$ cat src/rtl/resp_pkg.sv
package resp_pkg;
    typedef enum logic [1:0] {
        ST_IDLE = 2'd0,
        ST_AUX  = 2'd1,
        ST_SEND = 2'd2
    } resp_st_e;

    localparam logic [7:0] CLS_AUX        = 8'h00;
    localparam logic [7:0] CLS_CTL        = 8'h01;
    localparam logic [7:0] OP_POLL_SWITCH = 8'h01;
    localparam logic [7:0] OP_READ_CLOCK  = 8'h03;
    localparam logic [7:0] OP_LOAD_CLOCK  = 8'h09;
    localparam logic [7:0] OP_POWER_OFF   = 8'h0A;
    localparam logic [7:0] OP_RESTART     = 8'h11;
    localparam logic [7:0] OP_ACK_A       = 8'h13;
    localparam logic [7:0] OP_ACK_B       = 8'h14;
    localparam logic [7:0] OP_ACK_C       = 8'h19;
    localparam logic [7:0] OP_ACK_D       = 8'h21;
    localparam logic [7:0] POLL_MARK      = 8'h40;
endpackage

$ cat src/rtl/resp_rx_asm.sv
module resp_rx_asm #(
    parameter int IN_MAX = 8,
    parameter int LW     = 5
) (
    input  logic                     clk,
    input  logic                     rst_n,
    input  logic                     in_valid,
    input  logic [7:0]               in_data,
    input  logic                     in_last,
    input  logic                     busy,
    output logic                     pkt_done,
    output logic [LW-1:0]            pkt_len,
    output logic [IN_MAX-1:0][7:0]   pkt_bytes,
    output logic                     active
);
    localparam int IW = (IN_MAX > 1) ? $clog2(IN_MAX) : 1;
    localparam logic [LW-1:0] LEN_SAT = '1;

    typedef struct packed {
        logic [LW-1:0]          cnt;
        logic                   drop;
        logic                   done;
        logic [LW-1:0]          len;
        logic [IN_MAX-1:0][7:0] bytes;
    } rx_t;

    rx_t rx_d, rx_q;

    always_comb begin
        rx_d      = rx_q;
        rx_d.done = 1'b0;
        if (in_valid) begin
            if (rx_q.drop) begin
                if (in_last) rx_d.drop = 1'b0;
            end else if (rx_q.cnt == '0) begin
                if (busy) begin
                    rx_d.drop = !in_last;
                end else begin
                    rx_d.bytes    = '0;
                    rx_d.bytes[0] = in_data;
                    if (in_last) begin
                        rx_d.done = 1'b1;
                        rx_d.len  = LW'(1);
                    end else begin
                        rx_d.cnt = LW'(1);
                    end
                end
            end else begin
                if (int'(rx_q.cnt) < IN_MAX) rx_d.bytes[rx_q.cnt[IW-1:0]] = in_data;
                if (in_last) begin
                    rx_d.done = 1'b1;
                    rx_d.len  = (rx_q.cnt == LEN_SAT) ? LEN_SAT : rx_q.cnt + 1'b1;
                    rx_d.cnt  = '0;
                end else if (rx_q.cnt != LEN_SAT) begin
                    rx_d.cnt = rx_q.cnt + 1'b1;
                end
            end
        end
    end

    always_ff @(posedge clk) begin
        if (!rst_n) rx_q <= '0;
        else        rx_q <= rx_d;
    end

    assign pkt_done  = rx_q.done;
    assign pkt_len   = rx_q.len;
    assign pkt_bytes = rx_q.bytes;
    assign active    = (rx_q.cnt != '0) || rx_q.drop;
endmodule

$ cat src/rtl/resp_seconds.sv
module resp_seconds #(
    parameter int SW = 32
) (
    input  logic          clk,
    input  logic          rst_n,
    input  logic          tick,
    input  logic          load,
    input  logic [SW-1:0] load_val,
    output logic [SW-1:0] secs
);
    logic [SW-1:0] secs_d, secs_q;

    always_comb begin
        secs_d = secs_q;
        if (load)      secs_d = load_val;
        else if (tick) secs_d = secs_q + 1'b1;
    end

    always_ff @(posedge clk) begin
        if (!rst_n) secs_q <= '0;
        else        secs_q <= secs_d;
    end

    assign secs = secs_q;
endmodule

$ cat src/rtl/resp_poll_div.sv
module resp_poll_div #(
    parameter int CYCLES = 1000
) (
    input  logic clk,
    input  logic rst_n,
    input  logic enable,
    input  logic restart,
    output logic due
);
    localparam int CW = (CYCLES > 1) ? $clog2(CYCLES) : 1;
    localparam logic [CW-1:0] LAST = CW'(CYCLES - 1);

    typedef struct packed {
        logic [CW-1:0] cnt;
        logic          due;
    } div_t;

    div_t dv_d, dv_q;

    always_comb begin
        dv_d     = dv_q;
        dv_d.due = 1'b0;
        if (!enable || restart) begin
            dv_d.cnt = '0;
        end else if (dv_q.cnt == LAST) begin
            dv_d.cnt = '0;
            dv_d.due = 1'b1;
        end else begin
            dv_d.cnt = dv_q.cnt + 1'b1;
        end
    end

    always_ff @(posedge clk) begin
        if (!rst_n) dv_q <= '0;
        else        dv_q <= dv_d;
    end

    assign due = dv_q.due;
endmodule

$ cat src/rtl/resp_tx_buf.sv
module resp_tx_buf #(
    parameter int DEPTH = 16,
    parameter int LW    = 5
) (
    input  logic                   clk,
    input  logic                   rst_n,
    input  logic                   load,
    input  logic [LW-1:0]          load_len,
    input  logic [DEPTH-1:0][7:0]  load_bytes,
    input  logic                   out_ready,
    output logic                   out_valid,
    output logic [7:0]             out_data,
    output logic                   out_last,
    output logic [LW-1:0]          out_len,
    output logic                   done
);
    localparam int IW = $clog2(DEPTH);

    typedef struct packed {
        logic                  act;
        logic [LW-1:0]         idx;
        logic [LW-1:0]         len;
        logic [DEPTH-1:0][7:0] bytes;
    } tx_t;

    tx_t tx_d, tx_q;
    logic at_end;

    assign at_end = (tx_q.idx == tx_q.len - 1'b1);

    always_comb begin
        tx_d = tx_q;
        if (load) begin
            tx_d.act   = 1'b1;
            tx_d.idx   = '0;
            tx_d.len   = load_len;
            tx_d.bytes = load_bytes;
        end else if (tx_q.act && out_ready) begin
            if (at_end) tx_d.act = 1'b0;
            else        tx_d.idx = tx_q.idx + 1'b1;
        end
    end

    always_ff @(posedge clk) begin
        if (!rst_n) tx_q <= '0;
        else        tx_q <= tx_d;
    end

    assign out_valid = tx_q.act;
    assign out_data  = tx_q.bytes[tx_q.idx[IW-1:0]];
    assign out_last  = tx_q.act && at_end;
    assign out_len   = tx_q.len;
    assign done      = tx_q.act && out_ready && at_end;
endmodule

$ cat src/rtl/cmd_responder.sv
module cmd_responder
    import resp_pkg::*;
#(
    parameter int IN_MAX      = 8,
    parameter int RBUF        = 16,
    parameter int AUX_MAX     = 8,
    parameter int POLL_CYCLES = 1000,
    localparam int LW         = $clog2(RBUF + 1),
    localparam int AW         = $clog2(AUX_MAX + 1)
) (
    input  logic                    clk,
    input  logic                    rst_n,
    input  logic                    in_valid,
    input  logic [7:0]              in_data,
    input  logic                    in_last,
    input  logic                    sec_tick,
    output logic                    out_valid,
    output logic [7:0]              out_data,
    output logic                    out_last,
    output logic [LW-1:0]           out_len,
    input  logic                    out_ready,
    output logic                    aux_go,
    output logic                    aux_poll,
    output logic [LW-1:0]           aux_req_len,
    output logic [8*(IN_MAX-1)-1:0] aux_req_data,
    input  logic                    aux_done,
    input  logic [7:0]              aux_status,
    input  logic [AW-1:0]           aux_cnt,
    input  logic [8*AUX_MAX-1:0]    aux_data,
    output logic                    shutdown_req,
    output logic                    reset_req
);
    localparam int SW   = 32;
    localparam int DMAX = (AUX_MAX < RBUF - 2) ? AUX_MAX : RBUF - 2;

    typedef struct packed {
        resp_st_e                  st;
        logic                      autopoll;
        logic                      poll_pend;
        logic                      poll_fly;
        logic                      go;
        logic [LW-1:0]             req_len;
        logic [8*(IN_MAX-1)-1:0]   req_data;
        logic                      pend_off;
        logic                      pend_rst;
        logic                      off_pulse;
        logic                      rst_pulse;
    } ctl_t;

    ctl_t ctl_d, ctl_q;

    logic                  pkt_done, rx_active, rx_busy;
    logic [LW-1:0]         pkt_len;
    logic [IN_MAX-1:0][7:0] pkt;
    logic [SW-1:0]         sec_now, sec_val;
    logic                  sec_load;
    logic                  poll_due, div_restart;
    logic                  tx_load, tx_done;
    logic [LW-1:0]         tx_len;
    logic [RBUF-1:0][7:0]  rb;
    logic [AW-1:0]         n_ret;

    assign rx_busy = (ctl_q.st != ST_IDLE) || pkt_done;

    resp_rx_asm #(.IN_MAX(IN_MAX), .LW(LW)) u_rx (
        .clk(clk), .rst_n(rst_n), .in_valid(in_valid), .in_data(in_data),
        .in_last(in_last), .busy(rx_busy), .pkt_done(pkt_done),
        .pkt_len(pkt_len), .pkt_bytes(pkt), .active(rx_active)
    );

    resp_seconds #(.SW(SW)) u_sec (
        .clk(clk), .rst_n(rst_n), .tick(sec_tick), .load(sec_load),
        .load_val(sec_val), .secs(sec_now)
    );

    resp_poll_div #(.CYCLES(POLL_CYCLES)) u_div (
        .clk(clk), .rst_n(rst_n), .enable(ctl_q.autopoll),
        .restart(div_restart), .due(poll_due)
    );

    resp_tx_buf #(.DEPTH(RBUF), .LW(LW)) u_tx (
        .clk(clk), .rst_n(rst_n), .load(tx_load), .load_len(tx_len),
        .load_bytes(rb), .out_ready(out_ready), .out_valid(out_valid),
        .out_data(out_data), .out_last(out_last), .out_len(out_len),
        .done(tx_done)
    );

    // returned data count clamped to what the reply buffer can carry
    assign n_ret = (int'(aux_cnt) > DMAX) ? AW'(DMAX) : aux_cnt;

    always_comb begin
        ctl_d           = ctl_q;
        ctl_d.go        = 1'b0;
        ctl_d.off_pulse = 1'b0;
        ctl_d.rst_pulse = 1'b0;
        tx_load         = 1'b0;
        tx_len          = '0;
        rb              = '0;
        sec_load        = 1'b0;
        sec_val         = '0;
        div_restart     = 1'b0;

        if (!ctl_q.autopoll)    ctl_d.poll_pend = 1'b0;
        else if (poll_due)      ctl_d.poll_pend = 1'b1;

        if (tx_done) begin
            ctl_d.st = ST_IDLE;
            if (ctl_q.pend_off) begin
                ctl_d.off_pulse = 1'b1;
                ctl_d.pend_off  = 1'b0;
            end
            if (ctl_q.pend_rst) begin
                ctl_d.rst_pulse = 1'b1;
                ctl_d.pend_rst  = 1'b0;
            end
        end

        unique case (ctl_q.st)
            ST_IDLE: begin
                if (pkt_done) begin
                    if (pkt[0] == CLS_AUX) begin
                        ctl_d.st       = ST_AUX;
                        ctl_d.go       = 1'b1;
                        ctl_d.poll_fly = 1'b0;
                        ctl_d.req_len  = pkt_len - 1'b1;
                        for (int i = 1; i < IN_MAX; i++)
                            ctl_d.req_data[8*(i-1) +: 8] = pkt[i];
                    end else if (pkt[0] == CLS_CTL) begin
                        rb[0] = CLS_CTL;
                        case (pkt[1])
                            OP_POLL_SWITCH: begin
                                if ((pkt[2] != 8'h00) != ctl_q.autopoll) div_restart = 1'b1;
                                ctl_d.autopoll = (pkt[2] != 8'h00);
                                rb[1]   = pkt[2];
                                tx_len  = LW'(2);
                                tx_load = 1'b1;
                            end
                            OP_LOAD_CLOCK: begin
                                sec_load = 1'b1;
                                sec_val  = {pkt[2], pkt[3], pkt[4], pkt[5]};
                                tx_len   = LW'(3);
                                tx_load  = 1'b1;
                            end
                            OP_READ_CLOCK: begin
                                rb[3]   = sec_now[31:24];
                                rb[4]   = sec_now[23:16];
                                rb[5]   = sec_now[15:8];
                                rb[6]   = sec_now[7:0];
                                tx_len  = LW'(7);
                                tx_load = 1'b1;
                            end
                            OP_ACK_A, OP_ACK_B, OP_ACK_C, OP_ACK_D: begin
                                tx_len  = LW'(2);
                                tx_load = 1'b1;
                            end
                            OP_POWER_OFF: begin
                                ctl_d.pend_off = 1'b1;
                                tx_len  = LW'(2);
                                tx_load = 1'b1;
                            end
                            OP_RESTART: begin
                                ctl_d.pend_rst = 1'b1;
                                tx_len  = LW'(2);
                                tx_load = 1'b1;
                            end
                            default: ;
                        endcase
                        if (tx_load) ctl_d.st = ST_SEND;
                    end
                end else if (ctl_q.poll_pend && ctl_q.autopoll && !rx_active) begin
                    ctl_d.poll_pend = 1'b0;
                    ctl_d.poll_fly  = 1'b1;
                    ctl_d.go        = 1'b1;
                    ctl_d.st        = ST_AUX;
                end
            end
            ST_AUX: begin
                if (aux_done) begin
                    ctl_d.st = ST_IDLE;
                    rb[0]    = CLS_AUX;
                    if (aux_status == 8'h00) begin
                        for (int i = 0; i < DMAX; i++)
                            if (i < int'(n_ret)) rb[i+2] = aux_data[8*i +: 8];
                        if (ctl_q.poll_fly) begin
                            rb[1] = POLL_MARK;
                            if (n_ret != '0) tx_load = 1'b1;
                        end else begin
                            tx_load = 1'b1;
                        end
                        tx_len = LW'(n_ret) + LW'(2);
                    end else if (!ctl_q.poll_fly) begin
                        rb[1]   = aux_status;
                        tx_len  = LW'(2);
                        tx_load = 1'b1;
                    end
                    if (tx_load) ctl_d.st = ST_SEND;
                end
            end
            default: ;
        endcase
    end

    always_ff @(posedge clk) begin
        if (!rst_n) begin
            ctl_q    <= '0;
            ctl_q.st <= ST_IDLE;
        end else begin
            ctl_q <= ctl_d;
        end
    end

    assign aux_go       = ctl_q.go;
    assign aux_poll     = ctl_q.poll_fly;
    assign aux_req_len  = ctl_q.req_len;
    assign aux_req_data = ctl_q.req_data;
    assign shutdown_req = ctl_q.off_pulse;
    assign reset_req    = ctl_q.rst_pulse;
endmodule

$ cat config.mk
export PLATFORM = sky130hd
export DESIGN_NAME = cmd_responder
export DESIGN_NICKNAME = d
export VERILOG_FILES = /design/src/rtl/resp_pkg.sv /design/src/rtl/resp_rx_asm.sv /design/src/rtl/resp_seconds.sv /design/src/rtl/resp_poll_div.sv /design/src/rtl/resp_tx_buf.sv /design/src/rtl/cmd_responder.sv
export SDC_FILE = /design/constraint.sdc
export NUM_CORES = 1
export LEC_CHECK = 0
export ABC_AREA = 1
export BUFFER_PORTS_ARGS = -buffer_cell sky130_fd_sc_hd__clkbuf_2
export CAP_MARGIN = 20
export CORE_MARGIN = 5
export CORE_UTILIZATION = 53
export DETAILED_ROUTE_END_ITERATION = 16
export PLACE_DENSITY = 0.77
export SLEW_MARGIN = 10
export SYNTH_ARGS = -nofsm -noshare
export SYNTH_HDL_FRONTEND = slang
export SYNTH_SLANG_ARGS = --single-unit
$ cat constraint.sdc
create_clock -name clk -period 1.8 [get_ports clk]
set_input_delay 0.18 -clock clk [delete_from_list [all_inputs] [get_ports clk]]
set_output_delay 0.18 -clock clk [all_outputs]
set_load 0.01 [all_outputs]
# Yosys cells after proc, flatten, opt, wreduce, memory -nomap -nowiden
# Cells that the tools add are included.
[totals]
register_bits = 281
latch_bits = 0
mem_bits_rw = 0
mem_bits_ro = 0
inputBits = 91
output_inout_bits = 80
mem_count = 0
[classes]
n_addsub = 7
multipliers = 0
n_div = 0
n_lt_le_gt_ge = 13
n_eq_ne = 19
shifts = 0
muxes = 118
bitwise_logic = 5
reduce_logical = 44
[ops]
columns = ["cell", "n"]
rows = [
  ["$mux 32", 11],
  ["$mux 70", 2],
  ["$mux 64", 2],
  ["$mux 63", 2],
  ["$mux 8", 14],
  ["$mux 80", 1],
  ["$mux 66", 1],
  ["$bwmux 64", 1],
  ["$pmux 32 s2", 1],
  ["$mux 16", 3],
  ["$mux 5", 9],
  ["$mux 1", 40],
  ["$add 32x1->32 const B", 1],
  ["$bmux 8 s4", 1],
  ["$eq 8x5->1 const B", 4],
  ["$pmux 16 s2", 1],
  ["$demux 8 s3", 1],
  ["$mux 24", 1],
  ["$mux 6", 4],
  ["$mux 2", 11],
  ["$eq 8x1->1 const B", 2],
  ["$eq 8x4->1 const B", 2],
  ["$logic_not 8->1", 2],
  ["$lt 3x4->1 const A", 4],
  ["46 further kinds", 85],
]

# Longest topological paths before layout
[depth]
word_depth = 13
depth_mapped = 14
depth_no_buf = 14

# Cells and area by module
# Synthesis repeated with hierarchy kept, for this count alone.
[unflattened]
hier_cells = 2517
area_unflattened_um2 = 17221.5
[modules_own_cells]
columns = ["mod", "instances", "cells_per_inst", "area_each_um2"]
rows = [
  ["resp_tx_buf", 1, 896, 6197.2],
  ["cmd_responder", 1, 690, 4379.2],
  ["resp_rx_asm", 1, 525, 3971.3],
  ["resp_seconds", 1, 339, 2164.6],
  ["resp_poll_div", 1, 67, 509.2],
]

# Worst setup path before layout
# OpenSTA, ideal clock, no wires.
[synth_path]
kind = "flip-flop to flip-flop"
startpoint = "reg u_rx.rx_q[72] in the netlist's numbering"
endpoint = "reg u_rx.rx_q (netlist bit u_rx.pkt_bytes[6])"
setup_time_ps = 128
arrival_ps = 1728
required_ps = 1672
setup_slack_ps = -55
path_stages_with_launch = 15
n_path_buf = 2
synth_period_minus_slack_ps = 1855
path_cell_list = "dfxtp_1 buf_2 inv_1 ha_1 nand2_4 inv_6 nand2_8 inv_12 nand2_4 nand2_4 a21oi_2 buf_2 o21ai_0 o21ai_0 nor2_1"
[synth_via]
elab_chain_cells = 7
[synth_lines]
columns = ["element", "line", "source"]
rows = [
  ["start, declared", "resp_rx_asm.sv:27", "rx_t rx_d, rx_q;"],
  ["start signal, assigned", "resp_rx_asm.sv:63", "else rx_q <= rx_d;"],
  ["$lt 3x4->1 (implied by the code) or $ge 3x1->1 (tied branches)", "resp_rx_asm.sv:49", "if (int'(rx_q.cnt) < IN_MAX) rx_d.bytes[rx_q.cnt[IW-1:0]] = in_data;"],
  ["$logic_and 1x1->1 (implied by the code)", "resp_rx_asm.sv:49", ""],
  ["$mux 8 (implied by the code)", "resp_rx_asm.sv:49", ""],
  ["$demux 8 s3", "n/a", ""],
  ["$bwmux 64", "resp_rx_asm.sv:49", ""],
  ["$mux 64", "resp_rx_asm.sv:49", ""],
  ["$mux 70", "resp_rx_asm.sv:35", "end else if (rx_q.cnt == '0) begin"],
]
# Several ways; a longest one is shown, not always the timed one. The select of a mux whose other input is x is not followed.
# A chain may end at the register's enable or synchronous reset.

# Worst setup path in the final report
[layout_path]
startpoint = "reg u_tx.tx_q[134] in the netlist's numbering"
endpoint = "out out_data[5]"
[layout_via]
elab_chain_cells = 2
[layout_lines]
columns = ["element", "line", "source"]
rows = [
  ["start, declared", "resp_tx_buf.sv:26", "tx_t tx_d, tx_q;"],
  ["start signal, assigned", "resp_tx_buf.sv:46", "else tx_q <= tx_d;"],
  ["$bmux 8 s4", "resp_tx_buf.sv:50", "assign out_data = tx_q.bytes[tx_q.idx[IW-1:0]];"],
  ["$mux 8 (implied by the code)", "resp_tx_buf.sv:50", ""],
  ["end, declared", "cmd_responder.sv:18", "output logic [7:0] out_data,"],
]
# Every way passes these cells. The select of a mux whose other input is x is not followed.

==> impl_metrics.ini <==
[logic_synthesis]
ys_async_sr_fraction = 0
syn_nets = 2142
ys.flop_type = dfxtp_1
syn_area_per_cell_sq_um = 6.88
synth_cell_types = 49
yosysWarnings = 0
synthMuxAreaShare = 0.000713
synth_cells = 2040
synth-adder-area-share = 0.00980
synthXorXnorAreaFrac = 0.0181
synth_top_family_by_area = simple AND/OR/NAND/NOR gates
synth-seq-area-share = 0.391
synth_compound_area_frac = 0.134
synthSimpleGateAreaFrac = 0.329
synth-seq-cells = 274
synth_edf_count = 0
syn_area_sq_um = 14000

[sta]
hold_viol = 1
maxSlewViolCount = 0
whs_ns = -0.00579
fin_skew_ns = 0.0131
finalSetupViolCount = 9
finalCriticalPeriod_ns = 2.22
timing.final.crit_share = 1.23
slew_headroom = 0.661
worst_pin_slew_ns = 0.504
fin_ws_ns = -0.422
clock.fmax_mhz = 450
rsz0062_at_grt = yes
setup-tns-final_ns = -3.29

[outcome]
status = finished, violations left
failed_checks = negative hold slack, negative setup slack

[placed_design]
numPortBuffers = 170
place.gp.congestion = 0.930
post-place-ws_ns = -0.0471
place_hpwl_microns = 30000
placed_area_sq_um = 15400
numPlacedInstances = 2492

[drt]
drtIter0Drc = 1704
ant_nets = 0
routedWlPerCell_microns = 16.9
drt-pass1-iter-count = 6
vias = 14546
drc = 0
viasPerCell = 5.52
wl_microns = 44500

[global_routing]
grt.overflow.total = 0
track_usage = 0.273
antenna_found_initial = 0
grt_max_degree = 89
grt_pass1_vias = 13915
grt_pass1_wl_microns = 69800

[power_and_ir_drop]
p_leak_nw = 7.63
p_per_area_nw_per_um2 = 775
ir_drop_mv = 0.828
p_total_mw = 13.8

[worst_setup_path]
cp_top_family = buffers and inverters
r2r_setup_slack_ns = 0.07
r2r_end = u_tx.tx_q[21]
reg2reg_depth = 11
cp_common_cell = o21ai_1
r2r-start = ctl_q[70]
required_ns = 1.62
cp_data_arrival_time_ns = 2.04
path_max_fanout = 7
worst_path_largest_cell_delay_ns = 0.37
crit_chain = buf_8, buf_6, nor2_4, a21oi_2, o21ai_1, nand3_1, o21ai_1, buf_2
crit_type = register to primary output
cp-start-kind = register
crit_slowest_cell = dfxtp_4
critPathBufInv = 3
endpoint_kind = primary output

[floorplanning]
initial_core_util = 0.539
io_pins = 171
num_rows = 59
fp.coreArea_sq_um = 26100
dieWidth_microns = 173
dieArea_sq_um = 29900
fp.dieH_microns = 173

[clock_tree]
clock-sinks = 274
numCtsBuffers = 30
cts.path.max_buffers = 3
cts_tree = done
htree_levels = 1
clkLatencyLatePin_ns = 0.57
clk_pin_slew_ns = 0.06
cts-root-buf = clkbuf_16

[finish]
antenna_cells = 0
fin_area_sq_um = 17800
fin_cells = 2633
finalCoreUtilization = 0.683
drive_gt1_frac = 0.232
area_growth_pct = 26.7
nets = 2377

[min_path]
holdCritPathClass = input port to register
hold_end = u_tx.tx_q[9]
min_path_cells = 5
hold_path.startpoint = aux_status[1]

[run]
maxCapViolCount = 0
## cells in the mapped netlist (3+ instances only)
library cell / instances / share of area
nand2_1: 413 / 0.11
nor2_1: 276 / 0.074
dfxtp_1: 274 / 0.39
nand3_1: 235 / 0.084
o21ai_0: 190 / 0.068
inv_1: 162 / 0.043
a21oi_1: 131 / 0.047
buf_4: 76 / 0.041
clkbuf_1: 57 / 0.015
nand2_2: 44 / 0.020
xor2_1: 24 / 0.015
buf_2: 17 / 0.0061
nand4_1: 14 / 0.0062
ha_1: 11 / 0.0098
inv_2: 9 / 0.0024
nor3_1: 8 / 0.0029
nor3_4: 8 / 0.0093
o221ai_1: 8 / 0.0050
buf_1: 7 / 0.0019
nor3_2: 7 / 0.0050
o21ai_1: 6 / 0.0021
o21ai_4: 6 / 0.0069
xnor2_1: 5 / 0.0031
nand2_4: 4 / 0.0032
nand3_2: 4 / 0.0029
nor2_2: 4 / 0.0018
nor3b_1: 4 / 0.0021
o211ai_1: 4 / 0.0021
buf_6: 3 / 0.0024
clkinv_1: 3 / 0.00080
nand3b_1: 3 / 0.0016
## worst register-to-register path, cell delays in order, from the launching register on
cell,delay (ns)
dfxtp_1,0.35
buf_4,0.12
inv_1,0.03
and3_4,0.15
nand2_2,0.10
inv_2,0.05
nand2_2,0.10
nand2_4,0.09
inv_4,0.13
nand3_2,0.12
buf_12,0.18
o21ai_0,0.22
## worst max path at each step
stage          slack (ns)  cells after the start               from                  to
2_1_floorplan        0.04                     14      u_rx.rx_q[71]  u_rx.pkt_bytes[61]
3_3_place_gp         0.04                     11  u_rx.pkt_bytes[9]       u_sec.secs[0]
3_5_place_dp        -0.05                     12      u_rx.rx_q[71]   u_rx.pkt_bytes[3]
4_1_cts             -0.34                      8     u_tx.tx_q[134]         out_data[5]
5_1_grt             -0.47                      8     u_tx.tx_q[134]         out_data[5]
6_report            -0.42                      8     u_tx.tx_q[134]         out_data[5]
## layer usage
| metal | track usage | routed length (microns) |
|---|---|---|
| met5 | 0 | 0 |
| met1 | 0.347 | 18000 |
| met4 | 0.103 | 2230 |
| met3 | 0.0402 | 2850 |
| met2 | 0.470 | 21500 |
## sequential cells by signal, indices dropped and copies added (netlist names)
register and count:
shutdown_req 1, aux_req_data 56, reset_req 1, u_sec.secs 32, u_rx.rx_q 6, ctl_q 6, aux_poll 1, u_rx.pkt_bytes 64
u_rx.pkt_len 5, aux_go 1, aux_req_len 5, u_tx.out_len 5, u_tx.tx_q 78, u_tx.out_valid 1, u_rx.pkt_done 1, u_div.due 1
u_div.dv_q 10
## where the power goes
part	internal (mW)	switching, mW
sequential	6.14	0.0582
combinational	0.497	0.729
clock	3.77	2.60
## what timing repair did
| item | in CTS | in global routing |
|---|---|---|
| gates resized for setup | 52 | 108 |
| pin swaps | 12 | 27 |
| cloned | 4 | 7 |
| hold endpoints to repair | 75 | 1 |
| setup buffers | 11 | 9 |
| hold buffers | 56 | 1 |
| endpoints found under the setup margin | 62 | 227 |
## layout make-up
type,instances,area [sq um]
fill,2132,8260
multi-input combinational,1428,7260
sequential,274,5510
timing repair buffer,362,2860
clock buffer,39,815
inverter,178,714
tap,335,419
clock inverter,16,211
timing repair inverter,1,7.51
## kinds of logic after synthesis
kind of cell,after synthesis
multiplexers,1
adder cells (fa/ha/maj),11
AND/OR/NAND/NOR,1034
AO/OA/AOI/OAI,351
XOR/XNOR,29
flip-flops,274
buffers and inverters,340
## cells in the final DEF (no fill, tap or decap), drive strengths merged, types with 4 or more instances in the layout
cell type,instances
nor2,282
clkbuf,203
nand4,14
bufinv,4
inv,175
a21oi,133
buf,140
o21ai,202
nor3,23
o211ai,4
xnor2,5
xor2,24
o221ai,8
clkinv,13
dlygate4sd3,57
ha,11
nand2,464
nand3,239
dfxtp,274
nor3b,5
Note: power is estimated with default switching activity, not from simulation.
